`src/rtl/la_trigger_seq.sv`:
```
module la_trigger_seq #(
  parameter int W      = 32,
  parameter int STAGES = 4
) (
  input  logic                      clk,
  input  logic                      rst_n,
  input  logic                      arm,
  input  logic                      cfg_we,
  input  logic [$clog2(STAGES)-1:0] cfg_stage,
  input  logic [1:0]                cfg_field,
  input  logic [W-1:0]              cfg_data,
  input  logic                      sample_valid,
  input  logic [W-1:0]              sample_data,
  output logic                      start_pulse,
  output logic                      running
);
  localparam int CW = $clog2(W);
  localparam int SW = $clog2(STAGES);

  logic [W-1:0]      mask_q [STAGES];
  logic [W-1:0]      pat_q  [STAGES];
  logic [W-1:0]      hist_q [STAGES];
  logic [W-1:0]      hist_d [STAGES];
  logic [CW-1:0]     chan_q [STAGES];
  logic [STAGES-1:0] en_q, ser_q, hit;

  logic [SW-1:0] ptr_q, ptr_nx;
  logic          hunt_q, last, fire, adv;

  for (genvar g = 0; g < STAGES; g++) begin : g_stage
    logic [W-1:0] src;
    assign hist_d[g] = {hist_q[g][W-2:0], sample_data[chan_q[g]]};
    assign src       = ser_q[g] ? hist_d[g] : sample_data;
    assign hit[g]    = ((src ^ pat_q[g]) & mask_q[g]) == '0;
  end

  always_ff @(posedge clk or negedge rst_n) begin
    if (!rst_n) begin
      for (int s = 0; s < STAGES; s++) begin
        mask_q[s] <= '0;
        pat_q[s]  <= '0;
        chan_q[s] <= '0;
        en_q[s]   <= 1'b0;
        ser_q[s]  <= 1'b0;
      end
    end else if (cfg_we) begin
      for (int s = 0; s < STAGES; s++) begin
        if (cfg_stage == SW'(s)) begin
          case (cfg_field)
            2'd0: mask_q[s] <= cfg_data;
            2'd1: pat_q[s]  <= cfg_data;
            2'd2: begin
              en_q[s]   <= cfg_data[0];
              ser_q[s]  <= cfg_data[1];
              chan_q[s] <= cfg_data[2 +: CW];
            end
            default: ;
          endcase
        end
      end
    end
  end

  always_ff @(posedge clk or negedge rst_n) begin
    if (!rst_n) begin
      for (int s = 0; s < STAGES; s++) hist_q[s] <= '0;
    end else if (arm) begin
      for (int s = 0; s < STAGES; s++) hist_q[s] <= '0;
    end else if (sample_valid) begin
      for (int s = 0; s < STAGES; s++) hist_q[s] <= hist_d[s];
    end
  end

  assign ptr_nx = ptr_q + SW'(1);
  assign last   = (ptr_q == SW'(STAGES - 1)) || !en_q[ptr_nx];
  assign fire   = hunt_q && !arm && (!en_q[ptr_q] || (sample_valid && hit[ptr_q] && last));
  assign adv    = hunt_q && !arm && en_q[ptr_q] && sample_valid && hit[ptr_q] && !last;

  always_ff @(posedge clk or negedge rst_n) begin
    if (!rst_n) begin
      ptr_q       <= '0;
      hunt_q      <= 1'b0;
      running     <= 1'b0;
      start_pulse <= 1'b0;
    end else if (arm) begin
      ptr_q       <= '0;
      hunt_q      <= 1'b1;
      running     <= 1'b0;
      start_pulse <= 1'b0;
    end else begin
      start_pulse <= fire;
      if (fire) begin
        hunt_q  <= 1'b0;
        running <= 1'b1;
      end
      if (adv) ptr_q <= ptr_nx;
    end
  end

  a_r8_single_pulse: assert property (@(posedge clk) disable iff (!rst_n)
    start_pulse |=> !start_pulse);
  a_r8_run_sticky: assert property (@(posedge clk) disable iff (!rst_n)
    running && !arm |=> running);
  a_r8_rise_with_start: assert property (@(posedge clk) disable iff (!rst_n)
    $rose(running) |-> start_pulse);
  a_r9_arm_clears: assert property (@(posedge clk) disable iff (!rst_n)
    arm |=> !running && !start_pulse && ptr_q == '0);
  a_r4_one_step: assert property (@(posedge clk) disable iff (!rst_n)
    !arm |=> (ptr_q == $past(ptr_q)) || (ptr_q == SW'($past(ptr_q) + SW'(1))));
  a_r6_hold_without_valid: assert property (@(posedge clk) disable iff (!rst_n)
    !sample_valid && !arm |=> $stable(ptr_q) && $stable(hist_q[0]));
endmodule

```
`config.mk`:
```
export PLATFORM = sky130hd
export DESIGN_NAME = la_trigger_seq
export DESIGN_NICKNAME = d
export VERILOG_FILES = /design/src/rtl/la_trigger_seq.sv
export SDC_FILE = /design/constraint.sdc
export NUM_CORES = 1
export LEC_CHECK = 0
export BUFFER_PORTS_ARGS = -buffer_cell sky130_fd_sc_hd__buf_2
export CORE_MARGIN = 5
export CORE_UTILIZATION = 41
export DETAILED_ROUTE_END_ITERATION = 16
export PLACE_DENSITY = 0.67
export REMOVE_ABC_BUFFERS = 1
export SYNTH_ARGS = -nofsm -noshare
export SYNTH_HDL_FRONTEND = slang
export SYNTH_SLANG_ARGS = --single-unit
```
`constraint.sdc`:
```
create_clock -name clk -period 7.3 [get_ports clk]
set_input_delay 0.365 -clock clk [delete_from_list [all_inputs] [get_ports clk]]
set_output_delay 0.365 -clock clk [all_outputs]
set_load 0.02 [all_outputs]
```
After elaboration in Yosys (flattened, before gate mapping)

Index checks and enable logic that the tools add are counted.

Magnitude comparators: 6
Bitwise operators: 8
Add/sub/neg operators: 1
Reduce and logical (&&, ||, !) cells: 35
Equality and inequality tests: 6
Muxes and demuxes: 27

Operator list:

| operator                                                                      | count |
|---|---|
| 127-bit two-way mux                                                           | 2 |
| 32-bit AND                                                                    | 4 |
| 32-bit logical NOT                                                            | 4 |
| 32-bit two-way mux                                                            | 4 |
| 32-bit XOR                                                                    | 4 |
| 3-bit AND reduction                                                           | 12 |
| 5-bit by 6-bit less-than comparator with 1-bit output (second input constant) | 4 |
| 1-bit binary-select mux with 5-bit select                                     | 4 |
| 1-bit two-way mux                                                             | 12 |
| 2-bit equality test (second input constant)                                   | 4 |
| 1-bit logical AND                                                             | 8 |
| 1-bit binary-select mux with 2-bit select                                     | 3 |
| 2-bit by 3-bit less-than comparator with 1-bit output (second input constant) | 2 |
| 2-bit nonzero test                                                            | 3 |
| 2-bit by 1-bit equality test with 1-bit output (second input constant)        | 2 |
| 1-bit logical NOT                                                             | 4 |
| 2-bit logical NOT                                                             | 2 |
| 2-bit two-way mux                                                             | 2 |
| 2-bit by 1-bit adder with 2-bit output (second input constant)                | 1 |
| 1-bit logical OR                                                              | 2 |

Output and inout port bits: 2
Input port bits: 73
Register bits: 413
Logic and storage cells: 111

Depth between registers and ports, before layout

Word-level depth: 14
Mapped depth: 11
Mapped depth without buffers: 9

Worst setup path before layout

OpenSTA, ideal clock, no wires.

Path kind: reg2reg
Start point: register chan_q[11] (netlist name)
End point: register ptr_q[0]
Arrival time: 2.881 ns
Buffers on the path: 1
Setup slack: 4.294 ns
Cell stages (with the launch flop): 11
Setup time: 0.125 ns
Data required time: 7.175 ns
Cells stage by stage: dfrtp_1 > buf_1 > mux2i_1 > a22oi_1 > o21ai_0 > mux4_2 > xnor2_1 > a2111o_1 > a2111oi_2 > nor2_1 > mux2_4

Word-level cells in the longest chain between the ends: 11

Ends and longest elaborated chain:

| what                                      | line | text |
|---|---|---|
| from (decl)                               | 24   | `logic [CW-1:0] chan_q [STAGES];` |
| from (signal, indexed assignment)         | 55   | `chan_q[s] <= cfg_data[2 +: CW];` |
| 1-bit binary-select mux with 5-bit select | 32   | `assign hist_d[g] = {hist_q[g][W-2:0], sample_data[chan_q[g]]};` |
| 1-bit two-way mux (implied by the code)   | 32   |  |
| 32-bit two-way mux                        | 33   | `assign src = ser_q[g] ? hist_d[g] : sample_data;` |
| 32-bit XOR                                | 34   | `assign hit[g] = ((src ^ pat_q[g]) & mask_q[g]) == '0;` |
| 32-bit AND                                | 34   |  |
| 32-bit logical NOT                        | 34   |  |
| 1-bit binary-select mux with 2-bit select | 77   | `assign adv = hunt_q && !arm && en_q[ptr_q] && sample_valid && hit[ptr_q] && !last;` |
| 1-bit two-way mux (implied by the code)   | 77   |  |
| 1-bit logical AND (2 in a row)            | 77   |  |
| 2-bit nonzero test (no line)              | n/a  |  |
| to (signal assigned)                      | 96   | `if (adv) ptr_q <= ptr_nx;` |
| to (decl)                                 | 27   | `logic [SW-1:0] ptr_q, ptr_nx;` |

Every way passes these cells. The select of a mux whose other input is x is not followed.
A chain may end at the register's enable or synchronous reset.

Worst setup path after layout

Start point: register ser_q[2]
End point: register ptr_q[0]

Word-level cells in the longest chain between the ends: 9

Ends and longest elaborated chain:

| what                                      | line | text |
|---|---|---|
| from (decl)                               | 25   | `logic [STAGES-1:0] en_q, ser_q, hit;` |
| from (signal, indexed assignment)         | 54   | `ser_q[s] <= cfg_data[1];` |
| 32-bit two-way mux                        | 33   |  |
| 32-bit XOR                                | 34   |  |
| 32-bit AND                                | 34   |  |
| 32-bit logical NOT                        | 34   |  |
| 1-bit binary-select mux with 2-bit select | 77   |  |
| 1-bit two-way mux (implied by the code)   | 77   |  |
| 1-bit logical AND (2 in a row)            | 77   |  |
| 2-bit nonzero test (no line)              | n/a  |  |

Every way passes these cells. The select of a mux whose other input is x is not followed.

==> reports/metrics.sh <==
PERIOD_MINUS_SLACK_PS=4070
YOSYS_WARNINGS=0
CLK_LATENCY_PS=590
CELLINTERNALPOWER_mW=4.97
SYNTHESIS.AREA_SQ_UM=20400
SYNTHCELLS=1594
GRT_FIRST_PASS_WIRELENGTH_MM=90.7
SETUP.WORST_PATH.END='ptr_q[0]$_DFFE_PN0P_'
MAX-CAP-VIOLATIONS=0
IR_DROP_V=0.000193
DRC=0
NETSWITCHINGFRACTION_PCT=28.9
CORE_SQ_UM=49100
CORE.ROWCOUNT=81
TIMING.FMAX_GHz=0.246
FINAL_UTIL_PCT=46.9
FINALHOLDVIOLCOUNT=0
CLOCK_SINK_COUNT=413
FIRST_GLOBAL_VIAS=13600
START_UTIL_PCT=41.5
FP.DIEAREA_SQ_UM=54200
YS_ASYNC_SR_FRACTION_PCT=100
SYNTH-EDFF-COUNT=0
CTSROOTBUFFERMASTER='clkbuf_16'
DRT_PASS1_ITERATIONS=5
GRT_OVERFLOW=0
COMBINATIONAL_FRACTION_OF_DESIGN_POWER_PCT=21.6
TIGHTESTPINTRANSITION_PS=1210
TOTALNEGATIVESETUPSLACK_PS=0
GRT_SETUP_UNREPAIRED='no'
R2R-START='ser_q[2]$_DFFE_PN0P_'
RUN_STATUS='complete, no violations'
SEQUENTIAL_POWER_SHARE_PCT=42.9
MAX_CLOCK_SKEW_PS=22.2
CRIT-REG2REG-CAPTURE='ptr_q[0]$_DFFE_PN0P_'
POST_CTS.RESIZED_INSTANCES=0
MAXIMUM_CLOCK_INSERTION_BUFFER_COUNT=3
REG2REG_SLACK_PS=3230
FINAL.FILL_COUNT=4452
TIMING_WORST_SETUP_PATH_TYPE='flop to flop'
DIE_H_MICRONS=233
NUMBER_OF_ANTENNA_VIOLATIONS_AT_THE_FIRST_CHECK_IN_GLOBAL_ROUTING=5
DESIGN.PORTCOUNT=75
COUNT_OF_ENDPOINTS_FAILING_SETUP_IN_THE_FINAL_REPORT=0
DETAILEDPLACEMENTHPWL_MM=41.4
YS_TYPES=49
DETAILEDROUTE.FIRSTITERATIONVIOLATIONS=906
TIMING.CRITICAL_PATH.REQUIRED_PS=7760
CP_MAX_FO=18
POWER_PER_CELL_AREA_nW_PER_UM2=304
CP_DATA_ARRIVAL_TIME_PS=4530
WORSTHOLDPATHTYPE='input port to flop'
POWER.SWITCHING_mW=2.02
H_TREE_LVL_COUNT=2
CTS_TREE='yes'
FLOORPLAN.DIE.WIDTH_MICRONS=233
TIMING.MAX_SLEW.REL_SLACK_PCT=18.9
DETAILED_PLACE.AREA_SQ_UM=21300
FINAL_AREA_SQ_UM=23000
AREA_GROWTH_PCT=12.9
WORSTSETUPSTARTPOINT='ser_q[2]$_DFFE_PN0P_'
SYNTH.FF_LATCH_COUNT=413
GP_CONGESTION=0.896
ANTENNA-DIODE-COUNT=0
CRITICAL_PATH.ENDPOINT_TYPE='flop'
TIMING.REG2REG.WORST_PATH_DEPTH=9
CLKPWRFRAC_PCT=35.5
WL_PER_CELL_MICRONS=26.2
CTS_CLK_PIN_SLEW_WORST_PATHS_PS=60
BUFFER_PORTS.INSERTED=74
ROUTED_VIA_DENSITY=5.70
ANT_NETS=0
SYNTH_FLOP_CELL='dfrtp_1'
START_KIND='flop'
GLOBALROUTETOTALUTIL_PCT=22.6
HOLDWS_PS=150
MAXSLEWVIOLCOUNT=0
GRT_START_MAX_NET_PINS=158
FINALNETCOUNT=1708
ROUTED_WL_MM=61.1
DRIVE_ABOVE_1_SHARE_PCT=28.8
SYNTH_SEQ_AREA_SHARE_PCT=50.8
SYNTH.AVG_CELL_AREA_SQ_UM=12.8
CTS_MADE_BUFFERS=45
ROUTED-VIA-COUNT=13300
LEAKAGEPOWER_nW=10.3
FIN_CRIT_SH_PCT=55.7
==> metrics by stage <==
| step | cells | setup WS (ps) | power (mW) |
|---|---|---|---|
| 6_report | 2333 | 3230 | 7.00 |
| 4_1_cts | 2333 | 3280 | 7.04 |
| 3_3_place_gp | 2250 | 3280 | 4.49 |
| 2_1_floorplan | 1499 | 3860 | 3.97 |
| 3_5_place_dp | 2250 | 3320 | 4.54 |
| 5_1_grt | 2333 | 3080 | 7.29 |
==> state kept, by name, indices dropped and copies added (netlist names) <==
signal	cells
pat_q	128
running	1
chan_q	20
en_q	4
hunt_q	1
start_pulse	1
ser_q	4
hist_d	124
ptr_q	2
mask_q	128
==> cell usage after synthesis, types with 2 or more instances <==
| cell | count | share of area (%) |
|---|---|---|
| a211oi_1 | 5 | 0.18 |
| clkbuf_1 | 49 | 0.90 |
| nor2_1 | 142 | 2.6 |
| or3_1 | 4 | 0.12 |
| nand4_1 | 13 | 0.40 |
| nand2b_1 | 34 | 1.0 |
| mux2i_1 | 302 | 15 |
| a21oi_1 | 8 | 0.20 |
| a22oi_1 | 43 | 1.6 |
| a32oi_1 | 2 | 0.086 |
| and3_1 | 4 | 0.12 |
| a31oi_1 | 2 | 0.061 |
| xnor2_1 | 106 | 4.6 |
| and2_1 | 3 | 0.092 |
| nor3b_1 | 5 | 0.18 |
| mux2_2 | 282 | 16 |
| o21ai_0 | 7 | 0.17 |
| nand2_1 | 39 | 0.72 |
| buf_1 | 30 | 0.55 |
| a2111oi_0 | 9 | 0.39 |
| nand3_1 | 4 | 0.098 |
| o21ai_1 | 2 | 0.049 |
| inv_1 | 7 | 0.13 |
| nor4_1 | 2 | 0.061 |
| a22o_1 | 4 | 0.17 |
| buf_2 | 15 | 0.37 |
| nor2b_1 | 8 | 0.25 |
| dfrtp_1 | 413 | 51 |
| nand3b_1 | 3 | 0.11 |
| mux4_2 | 20 | 2.2 |
| a221oi_1 | 9 | 0.39 |
==> power groups by stage <==
stage / logic (mW) / registers (mW) / clock network [mW]
floorplan: 1.00 / 2.97 / 0
global placement: 1.48 / 3.01 / 0
detailed placement: 1.51 / 3.04 / 0
CTS: 1.52 / 2.99 / 2.53
global route: 1.62 / 3.05 / 2.61
finish: 1.51 / 3.00 / 2.48
==> worst min-delay path by stage <==
stage,from,endpoint,cells after the start,slack [ps]
global placement,mask_q[5]$_DFFE_PN0P_,mask_q[5]$_DFFE_PN0P_,1,480
CTS,cfg_data[13],mask_q[77]$_DFFE_PN0P_,2,130
finish,cfg_data[13],mask_q[45]$_DFFE_PN0P_,2,150
global route,cfg_data[17],mask_q[81]$_DFFE_PN0P_,2,140
detailed placement,mask_q[82]$_DFFE_PN0P_,mask_q[82]$_DFFE_PN0P_,1,490
floorplan,rst_n,chan_q[0]$_DFFE_PN0P_,0,70
==> area by class of cell <==
cell class | instances | area (sq um) | area share [%]
clock buffers | 71 | 1440 | 6.24
clock inverters | 11 | 206 | 0.898
inverters | 7 | 26.3 | 0.114
multi-input cells | 1079 | 9640 | 41.9
flip-flops and latches | 413 | 10300 | 45.0
well taps | 664 | 831 | 3.61
repair buffers | 88 | 509 | 2.22
==> metal layers <==
metal  GRT usage [%]  part of all wire [%]  routed length [microns]  vias up
met2            34.3                    45                    27500      432
met1            31.5                    44                    26900     6952
met5               0                 0.049                       30        -
li1                -                     -                        -     5786
met4            8.12                   3.8                     2320        6
met3            5.61                   7.1                     4330      124
==> cell families (layout without fill, tap and decap cells) <==
| group | after synthesis | in the layout | synth area share [%] |
|---|---|---|---|
| buffers and inverters | 102 | 177 | 2.01 |
| AO/OA/AOI/OAI | 99 | 99 | 3.65 |
| flip-flops | 413 | 413 | 50.8 |
| AND/OR/NAND/NOR | 266 | 266 | 6.01 |
| adder cells (fa/ha/maj) | 1 | 1 | 0.0615 |
| multiplexers | 607 | 607 | 32.9 |
| XOR/XNOR | 106 | 106 | 4.56 |
==> repair_timing <==
action | 4_1_cts | 5_1_grt
hold endpoints to repair | 110 | 0
endpoints found under the setup margin | 0 | 0
hold buffers | 1 | 0
buffers inserted | 0 | 0
==> worst max-delay path, stage by stage, from the launching register on <==
cell      delay [ps]
dfrtp_2          740
mux2i_1          300
xnor2_1          120
a211oi_1         810
nand4_1          180
nor4_1           730
a31oi_1          270
nor4_1           330
nor2_1           120
mux2_4           310
==> cells in the final DEF (no fill, tap or decap), types with 13 or more instances in the layout <==
| cell | instances |
|---|---|
| dfrtp_1 | 409 |
| mux2i_1 | 302 |
| mux2_2 | 282 |
| nor2_1 | 139 |
| xnor2_1 | 106 |
| buf_2 | 71 |
| clkbuf_16 | 46 |
| a22oi_1 | 43 |
| nand2_1 | 38 |
| nand2b_1 | 33 |
| mux4_2 | 20 |
| clkbuf_8 | 19 |
| nand4_1 | 13 |
| buf_4 | 13 |
(Power assumes the default switching activity.)
